File: src/rtl/pcfg_pkg.sv
package pcfg_pkg;

    typedef enum logic [1:0] {
        MATCH_OFF   = 2'd0,
        MATCH_TOR   = 2'd1,
        MATCH_NA4   = 2'd2,
        MATCH_NAPOT = 2'd3
    } match_e;

    typedef enum logic {
        CSR_CFG  = 1'b0,
        CSR_ADDR = 1'b1
    } csr_kind_e;

    // Layout of one entry byte; lock on top, permissions at the bottom.
    typedef struct packed {
        logic       lock;
        logic [1:0] spare;
        match_e     mode;
        logic       perm_x;
        logic       perm_w;
        logic       perm_r;
    } entry_cfg_t;

    function automatic match_e cfg_mode(input logic [7:0] raw);
        entry_cfg_t c;
        c = entry_cfg_t'(raw);
        return c.mode;
    endfunction

    function automatic logic cfg_lock(input logic [7:0] raw);
        entry_cfg_t c;
        c = entry_cfg_t'(raw);
        return c.lock;
    endfunction

endpackage

File: src/rtl/pcfg_lock_eval.sv
module pcfg_lock_eval
    import pcfg_pkg::*;
#(
    parameter int NUM_ENTRIES = 16
) (
    input  logic [NUM_ENTRIES*8-1:0] cfg_flat_i,
    output logic [NUM_ENTRIES-1:0]   frozen_o
);

    for (genvar e = 0; e < NUM_ENTRIES; e++) begin : g_ent
        if (e == NUM_ENTRIES - 1) begin : g_top
            // highest entry: only its own lock counts
            assign frozen_o[e] = cfg_lock(cfg_flat_i[e*8 +: 8]);
        end else begin : g_mid
            logic nb_tor_locked;
            assign nb_tor_locked = cfg_lock(cfg_flat_i[(e+1)*8 +: 8]) &&
                                   (cfg_mode(cfg_flat_i[(e+1)*8 +: 8]) == MATCH_TOR);
            assign frozen_o[e] = cfg_lock(cfg_flat_i[e*8 +: 8]) || nb_tor_locked;
        end
    end

endmodule

File: src/rtl/pcfg_write_dec.sv
module pcfg_write_dec
    import pcfg_pkg::*;
#(
    parameter int XLEN        = 64,
    parameter int NUM_ENTRIES = 16,
    parameter int IDX_W       = 6
) (
    input  logic                     wr_en_i,
    input  csr_kind_e                kind_i,
    input  logic [IDX_W-1:0]         idx_i,
    input  logic [XLEN-1:0]          wdata_i,
    input  logic [NUM_ENTRIES-1:0]   frozen_i,
    output logic [NUM_ENTRIES-1:0]   cfg_we_o,
    output logic [NUM_ENTRIES*8-1:0] cfg_wbyte_o,
    output logic [NUM_ENTRIES-1:0]   addr_we_o,
    output logic                     drop_o
);

    localparam int BYTES = XLEN / 8;

    logic misaligned;
    assign misaligned = (XLEN == 64) && idx_i[0];

    always_comb begin
        cfg_we_o    = '0;
        cfg_wbyte_o = '0;
        addr_we_o   = '0;
        drop_o      = 1'b0;
        if (wr_en_i) begin
            if (kind_i == CSR_ADDR) begin
                if (int'(idx_i) >= NUM_ENTRIES) begin
                    drop_o = 1'b1;
                end
                for (int e = 0; e < NUM_ENTRIES; e++) begin
                    if (int'(idx_i) == e) begin
                        if (frozen_i[e]) begin
                            drop_o = 1'b1;
                        end else begin
                            addr_we_o[e] = 1'b1;
                        end
                    end
                end
            end else if (misaligned) begin
                drop_o = 1'b1;
            end else begin
                for (int b = 0; b < BYTES; b++) begin
                    if (int'(idx_i) * BYTES + b >= NUM_ENTRIES) begin
                        drop_o = 1'b1;
                    end
                    for (int e = 0; e < NUM_ENTRIES; e++) begin
                        if (int'(idx_i) * BYTES + b == e) begin
                            if (frozen_i[e]) begin
                                drop_o = 1'b1;
                            end else begin
                                cfg_we_o[e]          = 1'b1;
                                cfg_wbyte_o[e*8 +: 8] = wdata_i[b*8 +: 8];
                            end
                        end
                    end
                end
            end
        end
    end

endmodule

File: src/rtl/pcfg_rd_mux.sv
module pcfg_rd_mux
    import pcfg_pkg::*;
#(
    parameter int XLEN        = 64,
    parameter int NUM_ENTRIES = 16,
    parameter int IDX_W       = 6
) (
    input  csr_kind_e                   kind_i,
    input  logic [IDX_W-1:0]            idx_i,
    input  logic [NUM_ENTRIES*8-1:0]    cfg_flat_i,
    input  logic [NUM_ENTRIES*XLEN-1:0] addr_flat_i,
    output logic [XLEN-1:0]             rdata_o
);

    localparam int BYTES = XLEN / 8;

    always_comb begin
        rdata_o = '0;
        if (kind_i == CSR_ADDR) begin
            for (int e = 0; e < NUM_ENTRIES; e++) begin
                if (int'(idx_i) == e) begin
                    rdata_o = addr_flat_i[e*XLEN +: XLEN];
                end
            end
        end else begin
            for (int b = 0; b < BYTES; b++) begin
                for (int e = 0; e < NUM_ENTRIES; e++) begin
                    if (int'(idx_i) * BYTES + b == e) begin
                        rdata_o[b*8 +: 8] = cfg_flat_i[e*8 +: 8];
                    end
                end
            end
        end
    end

endmodule

File: src/rtl/pcfg_active_count.sv
module pcfg_active_count
    import pcfg_pkg::*;
#(
    parameter int NUM_ENTRIES = 16,
    parameter int CNT_W       = $clog2(NUM_ENTRIES + 1)
) (
    input  logic [NUM_ENTRIES*8-1:0] cfg_flat_i,
    output logic [CNT_W-1:0]         count_o
);

    always_comb begin
        count_o = '0;
        for (int e = 0; e < NUM_ENTRIES; e++) begin
            if (cfg_mode(cfg_flat_i[e*8 +: 8]) != MATCH_OFF) begin
                count_o = count_o + CNT_W'(1);
            end
        end
    end

endmodule

File: src/rtl/pcfg_csr_file.sv
module pcfg_csr_file
    import pcfg_pkg::*;
#(
    parameter int XLEN        = 64,
    parameter int NUM_ENTRIES = 16,
    parameter int IDX_W       = 6,
    localparam int CNT_W      = $clog2(NUM_ENTRIES + 1)
) (
    input  logic                        clk,
    input  logic                        rst,
    input  logic                        req_valid_i,
    input  logic                        req_write_i,
    input  logic                        req_sel_addr_i,
    input  logic [IDX_W-1:0]            req_idx_i,
    input  logic [XLEN-1:0]             req_wdata_i,
    output logic                        rsp_valid_o,
    output logic [XLEN-1:0]             rsp_rdata_o,
    output logic                        wr_drop_o,
    output logic [NUM_ENTRIES*8-1:0]    entry_cfg_o,
    output logic [NUM_ENTRIES*XLEN-1:0] entry_addr_o,
    output logic [CNT_W-1:0]            active_cnt_o
);

    csr_kind_e                   kind;
    logic                        wr_en;
    logic [NUM_ENTRIES-1:0]      frozen;
    logic [NUM_ENTRIES-1:0]      cfg_we;
    logic [NUM_ENTRIES*8-1:0]    cfg_wbyte;
    logic [NUM_ENTRIES-1:0]      addr_we;
    logic                        drop;
    logic [XLEN-1:0]             rd_data;
    logic [NUM_ENTRIES*8-1:0]    cfg_q;
    logic [NUM_ENTRIES*XLEN-1:0] addr_q;

    assign kind  = csr_kind_e'(req_sel_addr_i);
    assign wr_en = req_valid_i && req_write_i;

    pcfg_lock_eval #(.NUM_ENTRIES(NUM_ENTRIES)) u_lock (
        .cfg_flat_i (cfg_q),
        .frozen_o   (frozen)
    );

    pcfg_write_dec #(.XLEN(XLEN), .NUM_ENTRIES(NUM_ENTRIES), .IDX_W(IDX_W)) u_wdec (
        .wr_en_i     (wr_en),
        .kind_i      (kind),
        .idx_i       (req_idx_i),
        .wdata_i     (req_wdata_i),
        .frozen_i    (frozen),
        .cfg_we_o    (cfg_we),
        .cfg_wbyte_o (cfg_wbyte),
        .addr_we_o   (addr_we),
        .drop_o      (drop)
    );

    pcfg_rd_mux #(.XLEN(XLEN), .NUM_ENTRIES(NUM_ENTRIES), .IDX_W(IDX_W)) u_rmux (
        .kind_i      (kind),
        .idx_i       (req_idx_i),
        .cfg_flat_i  (cfg_q),
        .addr_flat_i (addr_q),
        .rdata_o     (rd_data)
    );

    pcfg_active_count #(.NUM_ENTRIES(NUM_ENTRIES), .CNT_W(CNT_W)) u_cnt (
        .cfg_flat_i (cfg_q),
        .count_o    (active_cnt_o)
    );

    for (genvar e = 0; e < NUM_ENTRIES; e++) begin : g_store
        always_ff @(posedge clk) begin
            if (rst) begin
                cfg_q[e*8 +: 8]       <= '0;
                addr_q[e*XLEN +: XLEN] <= '0;
            end else begin
                if (cfg_we[e]) begin
                    cfg_q[e*8 +: 8] <= cfg_wbyte[e*8 +: 8];
                end
                if (addr_we[e]) begin
                    addr_q[e*XLEN +: XLEN] <= req_wdata_i;
                end
            end
        end
    end

    always_ff @(posedge clk) begin
        if (rst) begin
            rsp_valid_o <= 1'b0;
            rsp_rdata_o <= '0;
            wr_drop_o   <= 1'b0;
        end else begin
            rsp_valid_o <= req_valid_i && !req_write_i;
            wr_drop_o   <= drop;
            if (req_valid_i && !req_write_i) begin
                rsp_rdata_o <= rd_data;
            end
        end
    end

    assign entry_cfg_o  = cfg_q;
    assign entry_addr_o = addr_q;

endmodule

File: config.mk
export PLATFORM = sky130hd
export DESIGN_NAME = pcfg_csr_file
export DESIGN_NICKNAME = d
export VERILOG_FILES = /design/src/rtl/pcfg_pkg.sv /design/src/rtl/pcfg_lock_eval.sv /design/src/rtl/pcfg_write_dec.sv /design/src/rtl/pcfg_rd_mux.sv /design/src/rtl/pcfg_active_count.sv /design/src/rtl/pcfg_csr_file.sv
export SDC_FILE = /design/constraint.sdc
export NUM_CORES = 2
export LEC_CHECK = 0
export ABC_AREA = 1
export BUFFER_PORTS_ARGS = -buffer_cell sky130_fd_sc_hd__buf_2
export CORE_AREA = 3 3 502 504
export CTS_CLUSTER_DIAMETER = 60
export DETAILED_ROUTE_END_ITERATION = 7
export DIE_AREA = 0 0 505 507
export SLEW_MARGIN = 40
export SYNTH_ARGS = -nofsm -noshare
export SYNTH_HDL_FRONTEND = slang
export SYNTH_SLANG_ARGS = --single-unit
File: constraint.sdc
create_clock -name clk -period 9.7 [get_ports clk]
set_clock_uncertainty 0.1 [all_clocks]
set_input_delay 1.94 -clock clk [delete_from_list [all_inputs] [get_ports clk]]
set_output_delay 1.94 -clock clk [all_outputs]
set_load 0.005 [all_outputs]
==> results.txt <==
The number of cells on the worst reg-to-reg path is 14. In this run the worst hold path is classified as flop to flop. Together, buffers and inverters on the worst path number 12.

Using the TritonRoute via totals, the vias-per-cell ratio works out to 4.97. Power spread over the standard cell area amounts to 179 nW/um2. The number of different library cells used by synthesis comes to 36. The die is 507 um tall.

The peak supply drop is 0.143 mV, and the wire length of the first global-routing pass is 447 mm. After detailed routing, the number of remaining DRC violations is 0. Input and output buffers added on the ports amount to 1297.

The number of clock sinks was 1218; the share of the cycle needed by the critical path after routing was 1.06. Most frequent cell on the critical path: sky130_fd_sc_hd__ha_4. The worst register-to-register path begins at entry_addr_o[48]. The run finished, with violations left. Dividing the detail-routed wire length by the instance count gives 31.3 um. The endpoint identified for the worst register-to-register timing path is rsp_rdata_o[48].

Across all layers, the routed design uses 54100 vias. In this run, synthesis inferred 0 flip-flops with an integrated enable. Dividing the synthesized area by the synthesized cell count gives 7.69 um2. The number of search-and-repair iterations in the first detailed-routing pass was 8. The kind of cell with the highest combined delay along the critical path is adder cells. The die covers 256000 um2. The tools report the sum of negative setup slack as -2200 ps. Beginning of the critical path: entry_cfg_o[3]. The layout cell share with drive strength beyond 1 was 0.257. The transition at the pin with the smallest max-transition slack is 944 ps. For the overall global routing resource usage, the log shows 0.252. Summing every instance area after synthesis gives 48900 um2. For the post-place instance area, the log shows 59000 um2. The most critical setup path has its endpoint at active_cnt_o[4]. After filler insertion, the fill cell instance count of the layout stands at 27400. The analysis attributes to cell leakage a power of 28.2 nW.

Detailed placement finished with a half-perimeter wire length of 257 mm. The congestion estimate from routability-driven global placement came to 0.933. Relative to the synthesized area, the layout overhead comes to 33.3%. Number of failing hold endpoints at the final stage: 0.

For this run, the leading register cell type out of synthesis is sky130_fd_sc_hd__dfxtp_1. Entering global routing, the biggest net connects 231 pins. The sequential-to-total area share from yosys stat is 0.499.

The tools report the number of top-level pins as 1298. After global routing the overflow that remains totals 0. On the final layout, the worst hold slack is 344 ps. TritonCTS built the clock tree.

The run gives 21700 um2 as the area occupied by multi-input gates. The worst setup path is captured at an output port. The tools report the count of nets left with antenna violations after detail routing as 0. The tool flagged a number of max-cap violations equal to 0. The checks that failed: setup timing. In this run, post-CTS hold repair placed 0 buffers. The design draws 0.0117 W. The number of flip-flops and latches in the synthesized netlist came out at 1218. Area of all sequential standard cells: 24400 um2. The most common cell after layout, fill and taps aside was sky130_fd_sc_hd__buf_2. Leaving out fill and tap cells, the most frequent cells in the layout are sky130_fd_sc_hd__buf_2, sky130_fd_sc_hd__dfxtp_1, sky130_fd_sc_hd__a21oi_1. The run gives 7480 as the final-stage net count. The maximum buffer depth of the clock tree was 3; the overall routed net length was 341 mm. The run gives 6651 as the number of DRC violations after detailed-routing iteration 0. The final setup violation count was 4.

The initialized floorplan defines 183 standard-cell rows. The worst setup path is of the flop to output port kind. The logic depth of the worst path, buffers included works out to 56.

Clock tree root driver cell: sky130_fd_sc_hd__clkbuf_16. After clock tree synthesis, the clock-pin slew on the worst setup and hold paths is 60 ps. The area of the placeable core was 248000 um2; the clock latency of the later-clocked register in the worst-skew pair was 810 ps.

The synthesized instance count is 6357, and the async set-or-reset flop fraction in the synthesized netlist is 0. The tools report the startpoint type of the worst setup path as a flop. The starting density of the core was 0.197. The relative slew slack is 0.368. The via count of the first global-routing pass is 49300.

The finished layout cell area was 65200 um2; the maximum level of the CTS H-tree was 4. For the worst setup path, the data required time is 7660 ps. Setup repair after global routing could not meet its margin everywhere. The slowest stage of the critical path belongs to the cell sky130_fd_sc_hd__dfxtp_2. Counting the buffers created by CTS gives 155.

The delay of the slowest cell on the worst path came out at 330 ps. The run gives 49 as the initial antenna violation count. Based on the critical path, the design can be clocked at up to 97.4 MHz. The worst path needs 10270 ps of the cycle, external delays included. Of all nets on the critical path, the largest fanout is 3. The minimum setup slack among reg-to-reg paths was 6300 ps; the net count of the mapped netlist was 6447. The logs give 8230 ps for the signal arrival time at the worst endpoint and 0 for the total of warnings raised by yosys.

The final number of max-transition violations is 0, and the die span in x is 505 um. The worst path setup slack after routing was -567 ps.
-- metrics by stage --
stage               cells  worst slack (ps)  utilization
floorplan            6357              1.18            -
global placement    10500              -459        0.237
detailed placement  10500              -491        0.238
CTS                 10800             -1330        0.260
global route        10900              -904        0.262
finish              10900              -567        0.263
-- flip-flops by register name (all words and copies together) (netlist names) --
| name | flops |
|---|---|
| entry_addr_o | 1024 |
| entry_cfg_o | 128 |
| rsp_rdata_o | 64 |
| rsp_valid_o | 1 |
| wr_drop_o | 1 |
-- worst reg2reg max path: stages (launching register included) --
cell                      delay [ps]
sky130_fd_sc_hd__dfxtp_1         340
sky130_fd_sc_hd__nand2_1          70
sky130_fd_sc_hd__nand3_1          70
sky130_fd_sc_hd__a21oi_1         120
sky130_fd_sc_hd__nand4_1         340
sky130_fd_sc_hd__a21oi_1         780
sky130_fd_sc_hd__o21ai_0         240
sky130_fd_sc_hd__a21oi_1         300
sky130_fd_sc_hd__nand3_1         270
sky130_fd_sc_hd__a21oi_1         180
sky130_fd_sc_hd__nand2_1          60
sky130_fd_sc_hd__a21oi_1         110
sky130_fd_sc_hd__nand3_1         130
sky130_fd_sc_hd__nand3_1         120
sky130_fd_sc_hd__a21oi_1          60
-- power breakdown --
part	total, W	switching, W	leakage, nW	internal, W
clock network	0.00612	0.00253	2.62	0.00359
logic	0.000516	0.000422	15.7	0.0000942
registers	0.00504	0.0000171	9.82	0.00503
-- Yosys cell counts, types with 25 or more instances --
library cell                  n  area [um2]
sky130_fd_sc_hd__dfxtp_1   1218       24400
sky130_fd_sc_hd__a21oi_1   1101        5510
sky130_fd_sc_hd__o21ai_0   1062        5320
sky130_fd_sc_hd__nand2_1    797        2990
sky130_fd_sc_hd__clkbuf_1   550        2060
sky130_fd_sc_hd__nor2_1     460        1730
sky130_fd_sc_hd__inv_1      319        1200
sky130_fd_sc_hd__a211oi_1   257        1930
sky130_fd_sc_hd__nand4_1    137         857
sky130_fd_sc_hd__nand3_1    115         576
sky130_fd_sc_hd__o22ai_1     45         282
sky130_fd_sc_hd__a221oi_1    30         263
sky130_fd_sc_hd__o211ai_1    30         225
sky130_fd_sc_hd__a31oi_1     29         181
sky130_fd_sc_hd__buf_1       25        93.8
-- worst min path at each step --
stage,start,endpoint,cells past startpoint
4_1_cts,entry_cfg_o[82],entry_cfg_o[82],2
3_3_place_gp,entry_cfg_o[82],entry_cfg_o[82],2
3_5_place_dp,entry_cfg_o[82],entry_cfg_o[82],2
2_1_floorplan,entry_cfg_o[101],entry_cfg_o[101],2
5_1_grt,entry_cfg_o[80],entry_cfg_o[80],2
6_report,entry_cfg_o[66],entry_cfg_o[66],2
-- cell type report --
class | instances | area share
antenna | 44 | 0.00169
clock buffer | 216 | 0.0694
clock inverter | 63 | 0.0135
inverter | 343 | 0.0203
multi-input combinational | 4207 | 0.332
sequential | 1218 | 0.374
tap | 3330 | 0.0639
timing repair buffer | 1465 | 0.124
-- cells by family after synthesis --
family	after synthesis	share of synthesized area
compound gates	2615	0.291
fa+ha+maj	15	0.00384
buf+inv	932	0.0719
flops	1218	0.499
simple gates	1577	0.135
-- per-layer routing --
metal	up-vias	track usage	routed length [um]
met4	20	0.165	26800
li1	24200	-	-
met3	742	0.0760	32300
met2	3183	0.412	156000
met1	25900	0.284	125000
met5	-	0	120
-- what timing repair did --
item | in CTS | in global routing
buffers inserted | 11 | 6
gates resized for setup | 12 | 56
pin swaps | 8 | 41
setup endpoints to repair | 4 | 4
Power figures use the tool's default switching activity.
